File: src/rtl/wl_wake_pkg.sv
package wl_wake_pkg;

  // Power phase of one wordline segment.
  // DRAIN holds the main switch alone for one cycle after the regulated switch opens.
  typedef enum logic [2:0] {
    PH_OFF    = 3'd0,
    PH_PRECH  = 3'd1,
    PH_SETTLE = 3'd2,
    PH_ON     = 3'd3,
    PH_DRAIN  = 3'd4
  } wl_phase_e;

endpackage

File: src/rtl/wl_wake_timer.sv
module wl_wake_timer #(
  parameter int CW = 5
) (
  input  logic          clk,
  input  logic          rst_n,
  input  logic          load,
  input  logic [CW-1:0] load_val,
  output logic          expired
);

  logic [CW-1:0] cnt_q;
  logic [CW-1:0] cnt_d;
  logic          cnt_en;

  always_comb begin
    cnt_en = load || (cnt_q != '0);
    cnt_d  = load ? load_val : (cnt_q - 1'b1);
  end

  always_ff @(posedge clk or negedge rst_n) begin
    if (!rst_n) begin
      cnt_q <= '0;
    end else if (cnt_en) begin
      cnt_q <= cnt_d;
    end
  end

  assign expired = (cnt_q == '0);

endmodule

File: src/rtl/wl_wake_ctrl.sv
module wl_wake_ctrl
  import wl_wake_pkg::*;
#(
  parameter int PRE_CYC = 8,
  parameter int SET_CYC = 16,
  parameter int CW      = 5
) (
  input  logic          clk,
  input  logic          rst_n,
  input  logic          wake_req,
  input  logic          sleep_req,
  input  logic          expired,
  output logic          tmr_load,
  output logic [CW-1:0] tmr_val,
  output wl_phase_e     phase,
  output logic          main_en,
  output logic          reg_en,
  output logic          ready
);

  localparam logic [CW-1:0] PRE_LD = CW'(PRE_CYC - 1);
  localparam logic [CW-1:0] SET_LD = CW'(SET_CYC - 1);

  wl_phase_e ph_q;
  wl_phase_e ph_d;

  always_comb begin
    ph_d     = ph_q;
    tmr_load = 1'b0;
    tmr_val  = '0;
    unique case (ph_q)
      PH_OFF: begin
        if (wake_req && !sleep_req) begin
          ph_d     = PH_PRECH;
          tmr_load = 1'b1;
          tmr_val  = PRE_LD;
        end
      end
      PH_PRECH: begin
        if (sleep_req) begin
          ph_d = PH_DRAIN;
        end else if (expired) begin
          ph_d     = PH_SETTLE;
          tmr_load = 1'b1;
          tmr_val  = SET_LD;
        end
      end
      PH_SETTLE: begin
        if (sleep_req) begin
          ph_d = PH_DRAIN;
        end else if (expired) begin
          ph_d = PH_ON;
        end
      end
      PH_ON: begin
        if (sleep_req) begin
          ph_d = PH_DRAIN;
        end
      end
      PH_DRAIN: begin
        if (wake_req && !sleep_req) begin
          ph_d     = PH_PRECH;
          tmr_load = 1'b1;
          tmr_val  = PRE_LD;
        end else begin
          ph_d = PH_OFF;
        end
      end
      default: ph_d = PH_OFF;
    endcase
  end

  always_ff @(posedge clk or negedge rst_n) begin
    if (!rst_n) begin
      ph_q <= PH_OFF;
    end else begin
      ph_q <= ph_d;
    end
  end

  assign phase   = ph_q;
  assign main_en = (ph_q != PH_OFF);
  assign reg_en  = (ph_q == PH_SETTLE) || (ph_q == PH_ON);
  assign ready   = (ph_q == PH_ON);

endmodule

File: src/rtl/wl_wake_gate.sv
module wl_wake_gate #(
  parameter int NUM_PORTS = 2
) (
  input  logic                 ready,
  input  logic [NUM_PORTS-1:0] acc_req,
  output logic [NUM_PORTS-1:0] acc_go,
  output logic [NUM_PORTS-1:0] acc_stall
);

  for (genvar i = 0; i < NUM_PORTS; i++) begin : g_port
    assign acc_go[i]    = acc_req[i] &  ready;
    assign acc_stall[i] = acc_req[i] & ~ready;
  end

endmodule

File: src/rtl/wl_wake_seq.sv
module wl_wake_seq
  import wl_wake_pkg::*;
#(
  parameter int PRE_CYC        = 8,
  parameter int SET_CYC        = 16,
  parameter int CLK_PERIOD_PS  = 2000,
  parameter int WAKE_BUDGET_PS = 100000,
  parameter int NUM_PORTS      = 2
) (
  input  logic                 clk,
  input  logic                 rst_n,
  input  logic                 wake_req,
  input  logic                 sleep_req,
  input  logic [NUM_PORTS-1:0] acc_req,
  output logic                 main_en,
  output logic                 reg_en,
  output logic                 ready,
  output logic [NUM_PORTS-1:0] acc_go,
  output logic [NUM_PORTS-1:0] acc_stall
);

  localparam int MAX_CYC = (PRE_CYC > SET_CYC) ? PRE_CYC : SET_CYC;
  localparam int CW      = $clog2(MAX_CYC + 1);

  if (PRE_CYC < 1 || SET_CYC < 1) begin : g_bad_len
    $error("wl_wake_seq: both stage lengths must be at least one cycle");
  end
  if ((PRE_CYC + SET_CYC) * CLK_PERIOD_PS >= WAKE_BUDGET_PS) begin : g_bad_budget
    $error("wl_wake_seq: wake sequence exceeds the wake time budget");
  end

  logic          tmr_load;
  logic [CW-1:0] tmr_val;
  logic          tmr_expired;
  wl_phase_e     phase;

  wl_wake_timer #(
    .CW(CW)
  ) u_timer (
    .clk     (clk),
    .rst_n   (rst_n),
    .load    (tmr_load),
    .load_val(tmr_val),
    .expired (tmr_expired)
  );

  wl_wake_ctrl #(
    .PRE_CYC(PRE_CYC),
    .SET_CYC(SET_CYC),
    .CW     (CW)
  ) u_ctrl (
    .clk      (clk),
    .rst_n    (rst_n),
    .wake_req (wake_req),
    .sleep_req(sleep_req),
    .expired  (tmr_expired),
    .tmr_load (tmr_load),
    .tmr_val  (tmr_val),
    .phase    (phase),
    .main_en  (main_en),
    .reg_en   (reg_en),
    .ready    (ready)
  );

  wl_wake_gate #(
    .NUM_PORTS(NUM_PORTS)
  ) u_gate (
    .ready    (ready),
    .acc_req  (acc_req),
    .acc_go   (acc_go),
    .acc_stall(acc_stall)
  );

endmodule

File: config.mk
export PLATFORM = sky130hd
export DESIGN_NAME = wl_wake_seq
export DESIGN_NICKNAME = d
export VERILOG_FILES = /design/src/rtl/wl_wake_pkg.sv /design/src/rtl/wl_wake_timer.sv /design/src/rtl/wl_wake_ctrl.sv /design/src/rtl/wl_wake_gate.sv /design/src/rtl/wl_wake_seq.sv
export SDC_FILE = /design/constraint.sdc
export NUM_CORES = 1
export LEC_CHECK = 0
export ABC_CLOCK_PERIOD_IN_PS = 1600
export BUFFER_PORTS_ARGS = -buffer_cell sky130_fd_sc_hd__buf_2
export CORE_AREA = 2 2 39 41
export DETAILED_ROUTE_END_ITERATION = 12
export DIE_AREA = 0 0 41 43
export PLACE_DENSITY = 0.6
export SLEW_MARGIN = 20
export SYNTH_ARGS = -nofsm -noshare
export SYNTH_HDL_FRONTEND = slang
export SYNTH_SLANG_ARGS = --single-unit
File: constraint.sdc
create_clock -name clk -period 1.6 [get_ports clk]
set_input_delay 0.08 -clock clk [delete_from_list [all_inputs] [get_ports clk]]
set_output_delay 0.08 -clock clk [all_outputs]
set_load 0.01 [all_outputs]
Yosys cells after proc, flatten, opt, wreduce, memory -nomap -nowiden
Index checks and enable logic that the tools add are counted.
Word-level totals
  word-level logic and storage cells: 43
  input port bits: 6
  register bits: 8
  output and inout port bits: 7
Operators by class
  add/subtract/negate cells: 1
  bitwise operators: 5
  equality and inequality tests: 8
  reduce and logical (&&, ||, !) cells: 10
  multiplexer cells: 17
Operators by type and width (number)
  $mux W3: 7
  $pmux W3 S5: 1
  $mux W5: 2
  $pmux W5 S2: 1
  $eq A3 B2 Y1 const B: 2
  $ne A3 B3 Y1 const B: 2
  $logic_not A5 Y1: 1
  $reduce_bool A5 Y1: 1
  $sub A5 B1 Y5 const B: 1
  $and A1 B1 Y1: 4
  $mux W1: 4
  $mux W4: 1
  $reduce_and A4 Y1: 1
  $eq A3 B1 Y1 const B: 1
  $eq A3 B3 Y1 const B: 1
  $logic_not A3 Y1: 1
  $reduce_bool A3 Y1: 1
  $logic_or A1 B1 Y1: 2
  $ne A2 B1 Y1 const B: 1
  $ne A2 B2 Y1 const B: 1
  $pmux W1 S2: 1
  $reduce_or A2 Y1: 1
  $logic_and A1 B1 Y1: 1
  $logic_not A1 Y1: 1
  $not A1 Y1: 1

Depth between registers and ports, before layout
Gate-level depths: netlist of run 1.
  depth after elaboration: 5
  gate-level depth with buffers: 5

By module
Synthesis of run 1 repeated with hierarchy kept, for this count alone.
Unflattened totals
  cells, all modules: 53
  area total of the unflattened synthesis: 515.5 um^2
By module, submodules not included
  wl_wake_timer: instances 1, area an instance 279.0 um^2, cells each 27, sequential area each 125.1 um^2
  wl_wake_ctrl: instances 1, area an instance 211.5 um^2, cells each 22, sequential area each 75.1 um^2
  wl_wake_gate: instances 1, area an instance 25.0 um^2, cells each 4, sequential area each 0.0 um^2

Worst setup path before layout of run 1
Ideal clock, no wire load.
  path kind: reg-to-reg
  start point: reg u_ctrl.ph_q[0] (netlist: u_ctrl.phase[0])
  end point: reg u_timer.cnt_q[1]
  buffers on the path: 1
  cell stages (with the launch flop): 5
  path slack: 0.233 ns
  data arrival time: 1.285 ns
  library setup time: 0.082 ns
  path through: dfrtp_1 buf_6 or4b_4 and2_4 a22oi_2
On the way
  cells in the longest elaborated chain, start to end: 4
  elaborated cells on any way between the ends: 8
Ends and longest elaborated chain
  start, declared: line wl_wake_ctrl.sv:24  | wl_phase_e ph_q;
  start signal, assigned: line wl_wake_ctrl.sv:77  | ph_q <= ph_d;
  $eq A3 B3 Y1 / $logic_not A3 Y1 (equally long branches): line wl_wake_ctrl.sv:31  | unique case (ph_q)
  $reduce_or A2 Y1 (no source line)
  $pmux W5 S2 / $pmux W1 S2 (equally long branches): line wl_wake_ctrl.sv:31
  $mux W5 / $logic_or A1 B1 Y1 (equally long branches): line wl_wake_timer.sv:17, wl_wake_timer.sv:16
  end signal, assigned: line wl_wake_timer.sv:24  | cnt_q <= cnt_d;
  end, declared: line wl_wake_timer.sv:11  | logic [CW-1:0] cnt_q;
Several ways; a longest one is shown, not always the timed one.
A chain may end at the register's enable or synchronous reset.

Final worst setup path of run 1
  start point: reg u_timer.cnt_q[0]
  end point: reg u_ctrl.ph_q[0] (netlist: u_ctrl.phase[0])
On the way
  cells in the longest elaborated chain, start to end: 3
  elaborated cells on any way between the ends: 4
Ends and longest elaborated chain
  $logic_not A5 Y1 *: line wl_wake_timer.sv:28  | assign expired = (cnt_q == '0);
  $ne A3 B3 Y1 (no source line)
  $reduce_and A4 Y1 (no source line) *
Every way passes the cells marked *; elsewhere a longest branch is shown, timed or not.

==> run_results.csv, run 1 <==
group,metric,value,unit
run_status,status,"finished clean",
floorplanning,core,1380,um2
clock_network,cts_resized,0,
power_and_ir_drop,power.total,0.000802,W
critical_path,worstPathRequired,1.73,ns
routing,wl_per_cell,11.6,um
synth,syn_nets,51,
final_layout,layout_commonest_cell,"buf_2",
timing,finalClockSkew,0.00681,ns
min_path,hp-start,"sleep_req",
synth,ys_seq_elements,8,
synth,synth_area,478,um2
critical_path,r2r-start,"u_timer.cnt_q[0]$_DFFE_PN0P_",
floorplanning,boundaryPins,13,
grt,grtUsageTotal,13.3,%
synth,synth_area_leader_cell,"dfrtp_1",
synth,avgSynthCellArea,10.9,um2
flow_run,maxCapViolCount,0,
routing,drt_iter0_markers,1,
grt,grt_pass1_wl,1.49,mm
critical_path,critPathLaunch,"u_timer.cnt_q[0]$_DFFE_PN0P_",
synth,synth.distinct_cells,24,
power_and_ir_drop,p_leak,0.284,nW
floorplanning,start_util,34.5,%
clock_network,clkTransAtPathRegs,0.05,ns
min_path,holdPathStages,2,
routing,vias,384,
clock_network,cts_tree,"built",
timing,slew_violations,0,
final_layout,n_fill_cell,134,
clock_network,clock_sink_count,8,
clock_network,h-tree-depth,1,
critical_path,startpoint_type,"register",
power_and_ir_drop,ir_drop,615,uV
grt,grt_pass1_vias,344,
place,finalWeightedCongestion,0.825,
final_layout,fin_nets,71,
place,placed_area,562,um2
critical_path,cp_max_fo,6,
critical_path,crit_arrival,1.59,ns
synth,ys.warnings.count,0,
place,dpl.hpwl,687,um
timing,setup_violations,0,
critical_path,cp-end-kind,"register",
timing,hold_violations,0,
timing,worst_pin_slew,0.263,ns
grt,antenna_found_initial,0,
routing,first_pass_iters,3,
final_layout,area_growth,25.9,%
timing,slew_headroom,82.2,%
timing,clock.fmax,686,MHz
clock_network,cts_buffer_depth,2,
synth,synth_cells,44,
clock_network,clk_latency,0.25,ns
power_and_ir_drop,power.density,1330,nW/um2
floorplanning,die_width,41,um
critical_path,path_class,"register to register",
final_layout,drive_gt1_share,45.2,%
timing,holdWs,0.0683,ns
final_layout,antenna_cells,0,
routing,ant_nets,0,
timing,fin_crit_sh,91.1,%
floorplanning,die_h,43,um
floorplanning,rows,14,
final_layout,final_area,602,um2
place,portBuffers,12,
final_layout,most-common-layout-cells,"buf_2, dfrtp_1, nor2_1",
timing,rsz0062_at_grt,"false",
clock_network,cts_buffers,3,
synth,ys_seq_area_share,41.9,%
critical_path,r2r_cells,6,
routing,wirelength,903,um
grt,grt_start_max_net_pins,11,
min_path,holdCritPathClass,"primary input to register",
floorplanning,die_area,1760,um2
timing,fin_crit,1.46,ns
timing,fin_tns_setup,0,ns
clock_network,root_buffer,"clkbuf_4",
grt,grt_overflow,0,
routing,via_per_inst,4.92,
routing,drcViolationCount,0,
synth,synthTopCellsByArea,"dfrtp_1, a22oi_2, nor4b_4, nor2b_1, nor4b_1",
synth,synth_top_area_share,41.9,%
-- routing by layer --
layer / track usage, % / part of all wire [%] / vias to the layer above
met2: 15.9 / 46 / 4
met1: 17.7 / 48 / 182
met4: 10.0 / 3.1 / 0
met3: 6.28 / 2.4 / 2
met5: 0 / 0 / -
li1: - / - / 196
-- through the flow --
step,std cells,utilization (%),worst slack [ns]
2_1_floorplan,44,-,0.233
3_3_place_gp,73,40.6,0.158
6_report,78,43.5,0.142
4_1_cts,77,42.9,0.0896
5_1_grt,78,43.5,0.0277
3_5_place_dp,73,40.6,0.125
-- area by class of cell --
cell class	instances	area [um2]	share of cell area (%)
Clock buffer	3	22.5	3.74
Inverter	3	11.3	1.87
Multi-Input combinational cell	32	255	42.4
Sequential cell	8	200	33.3
Tap cell	16	20.0	3.33
Timing Repair Buffer	16	92.6	15.4
-- cells in the mapped netlist, drive strengths merged --
cell type and number:
inv 3, o31ai 2, dfrtp 8, a21oi 2
mux2i 1, nand2b 1, nor3 2, nor2b 3
ha 1, nor3b 1, and2 2, o211ai 1
nor2 4, nor4b 3, o311a 1, or3 1
xnor2 1, buf 1, a22oi 2, nand2 1
and3 2, or4b 1
-- cells by family (layout without fill, tap and decap cells) --
kind of cell / count (synthesis) / count (layout) / share of synthesized area (%)
compound gates: 8 / 8 / 14.4
mux: 1 / 1 / 2.09
simple gates: 21 / 21 / 32.5
buf+inv: 4 / 22 / 4.71
flops: 8 / 8 / 41.9
xor+xnor: 1 / 1 / 1.83
fa+ha+maj: 1 / 1 / 2.62
-- worst max-delay path: stages, from the launching register on --
cell     delay [ns]
dfrtp_1        0.41
inv_1          0.07
ha_1           0.19
nor4b_4        0.22
buf_4          0.19
mux2i_1        0.18
o31ai_1        0.08
-- power breakdown --
part | switching [W] | total, W | leakage [nW] | internal [W]
clock network | 0.0000633 | 0.000149 | 0.0138 | 0.0000855
registers | 0.0000872 | 0.000351 | 0.101 | 0.000264
logic | 0.000131 | 0.000302 | 0.169 | 0.000171
-- sequential cells by signal, indices dropped and copies added, names as in the netlist --
signal         cells
u_ctrl.phase       3
u_timer.cnt_q      5
-- repair_timing --
action | in CTS | in global routing
setup buffers | 0 | 1
setup endpoints to repair | 0 | 3
hold buffers | 1 | 0
hold endpoints to repair | 8 | 0
-- final timing paths --
check	to	slack, ns
worst min register to register	u_ctrl.phase[2]$_DFFE_PN0P_	0.53
min in group asynchronous	u_timer.cnt_q[1]$_DFFE_PN0P_	0.20
worst min-delay path	u_ctrl.phase[1]$_DFFE_PN0P_	0.07
worst max register to register	u_ctrl.phase[0]$_DFFE_PN0P_	0.14
worst max-delay path	u_ctrl.phase[0]$_DFFE_PN0P_	0.14
max in group asynchronous	u_ctrl.phase[2]$_DFFE_PN0P_	1.22
No activity file was read; power rests on OpenSTA's default activity.
==> run 2, diff against run 1 <==
- ABC_CLOCK_PERIOD_IN_PS: 1600 -> 1800
- CAP_MARGIN: not set -> 20
- clock period: 1.6 -> 1.8 ns (I/O delays scaled with it)
==> run 2 against run 1 <==
  * Critical path depth down 1
  * Sequential cell count unchanged
  * Fmax down 3.2%
  * Clock power down 12%
  * Routed wire length down 2.9%
  * Critical path type unchanged
==> run_results.csv, run 2 (synthesis results as in run 1) <==
group,metric,value,unit
run_status,status,"finished clean",
routing,ant_nets,0,
timing,hold_violations,0,
grt,grt_pass1_vias,332,
place,portBuffers,12,
clock_network,cts_tree,"built",
timing,slew_headroom,63.1,%
critical_path,crit_family,"simple AND/OR/NAND/NOR gates",
routing,wl_per_cell,11.5,um
clock_network,clock_sink_count,8,
timing,fin_crit,1.51,ns
timing,setup_violations,0,
place,dpl.hpwl,697,um
clock_network,h-tree-depth,1,
grt,grt_start_max_net_pins,11,
clock_network,holdBufCountCts,1,
final_layout,layout_commonest_cell,"buf_2",
clock_network,root_buffer,"clkbuf_4",
place,finalWeightedCongestion,0.822,
timing,finalClockSkew,0.00745,ns
critical_path,cp_max_fo,7,
grt,grt_overflow,0,
power_and_ir_drop,power.density,1190,nW/um2
floorplanning,boundaryPins,13,
critical_path,cp-end-kind,"register",
critical_path,critPathSlowestCell,"dfrtp_1",
critical_path,crit_arrival,1.68,ns
routing,vias,376,
floorplanning,die_area,1760,um2
critical_path,worstPathRequired,1.97,ns
clock_network,cts_buffers,3,
final_layout,most-common-layout-cells,"buf_2, dfrtp_1, nor2_1",
critical_path,path_class,"register to register",
timing,fin_tns_setup,0,ns
power_and_ir_drop,pwr-share-comb,37.0,%
critical_path,startpoint_type,"register",
routing,wirelength,877,um
final_layout,drive_gt1_share,43.3,%
power_and_ir_drop,p_leak,0.273,nW
grt,antenna_found_initial,0,
power_and_ir_drop,switching_share,35.2,%
min_path,holdCritPathClass,"primary input to register",
clock_network,cts_resized,0,
final_layout,n_fill_cell,139,
critical_path,crit_chain,"inv_1, ha_1, nor4b_4, nor2_1, a22oi_2",
grt,grtUsageTotal,13.1,%
place,placed_area,554,um2
timing,clock.fmax,664,MHz
timing,rsz0062_at_grt,"false",
clock_network,clk_latency,0.25,ns
final_layout,fin_nets,69,
clock_network,post_cts_buffers,0,
floorplanning,start_util,34.5,%
timing,worst_pin_slew,0.546,ns
final_layout,regMostFlops,"u_timer.cnt_q",
floorplanning,core,1380,um2
power_and_ir_drop,power_frac_clock,18.7,%
routing,drcViolationCount,0,
final_layout,area_growth,22.8,%
floorplanning,die_width,41,um
critical_path,max_stage_delay,0.41,ns
final_layout,largest_reg_flops,5,
timing,fin_crit_sh,83.7,%
floorplanning,rows,14,
floorplanning,die_h,43,um
final_layout,final_area,587,um2
timing,slew_violations,0,
clock_network,clkTransAtPathRegs,0.05,ns
critical_path,critPathBufInv,1,
power_and_ir_drop,p_sw,0.000246,W
grt,grt_pass1_wl,1.48,mm
routing,first_pass_iters,4,
routing,drt_iter0_markers,3,
power_and_ir_drop,internal_power,0.000454,W
final_layout,antenna_cells,0,
routing,via_per_inst,4.95,
flow_run,maxCapViolCount,0,
clock_network,cts_buffer_depth,2,
power_and_ir_drop,p_seq_share,44.3,%
power_and_ir_drop,ir_drop,632,uV
==> run 2: changes by cell type in the layout (fill, tap and decap cells not counted) <==
| cell | delta |
|---|---|
| buf_4 | -2 |
==> run 2: final cells by class <==
cell class / count / area (um2) / share of cell area, %
Multi-Input combinational cell: 32 / 255 / 43.5
Inverter: 3 / 11.3 / 1.92
Timing Repair Buffer: 14 / 77.6 / 13.2
Tap cell: 16 / 20.0 / 3.41
Sequential cell: 8 / 200 / 34.1
Clock buffer: 3 / 22.5 / 3.84
==> run 2: layer usage <==
layer	wire length [um]	vias up	part of all wire [%]	GRT usage, %
met5	0	-	0	0
met1	410	177	47	18.1
met2	437	3	50	16.9
li1	-	193	-	-
met4	10	0	1.1	8.00
met3	19	3	2.2	4.71
==> run 2: worst reg2reg max path, cell delays in order (launching register included) <==
cell	delay [ns]
dfrtp_1	0.41
inv_1	0.07
ha_1	0.18
nor4b_4	0.39
nor2_1	0.15
a22oi_2	0.22
==> run 2: worst paths after layout <==
| check | slack [ns] | from | endpoint | depth (start not counted) |
|---|---|---|---|---|
| setup / recovery | 0.29 | u_timer.cnt_q[0]$_DFFE_PN0P_ | u_timer.cnt_q[1]$_DFFE_PN0P_ | 5 |
| max in group asynchronous | 1.42 | rst_n | u_ctrl.phase[2]$_DFFE_PN0P_ | 2 |
| setup reg to reg | 0.29 | u_timer.cnt_q[0]$_DFFE_PN0P_ | u_timer.cnt_q[1]$_DFFE_PN0P_ | 5 |
| hold / removal | 0.08 | sleep_req | u_ctrl.phase[1]$_DFFE_PN0P_ | 2 |
| hold reg to reg | 0.52 | u_timer.cnt_q[0]$_DFFE_PN0P_ | u_timer.cnt_q[0]$_DFFE_PN0P_ | 1 |
| min in group asynchronous | 0.21 | rst_n | u_timer.cnt_q[0]$_DFFE_PN0P_ | 2 |
==> run 2: through the flow <==
step           utilization, %  hold WS, ns  total power [W]  setup slack [ns]  std cells
3_5_place_dp             40.1      -0.0581         0.000572             0.306         72
6_report                 42.4       0.0755         0.000700             0.293         76
2_1_floorplan               -       -0.206         0.000512             0.433         44
3_3_place_gp             40.1      -0.0589         0.000568             0.353         72
4_1_cts                  42.4       0.0681         0.000709             0.297         76
5_1_grt                  42.4       0.0859         0.000766             0.173         76
==> run 2: power by group through the flow <==
stage	clock, W	combinational [W]	sequential, W
after floorplan	0	0.000222	0.000290
after CTS	0.000138	0.000260	0.000311
after global placement	0	0.000256	0.000312
final	0.000131	0.000259	0.000310
after detailed placement	0	0.000258	0.000314
after global routing	0.000150	0.000292	0.000324
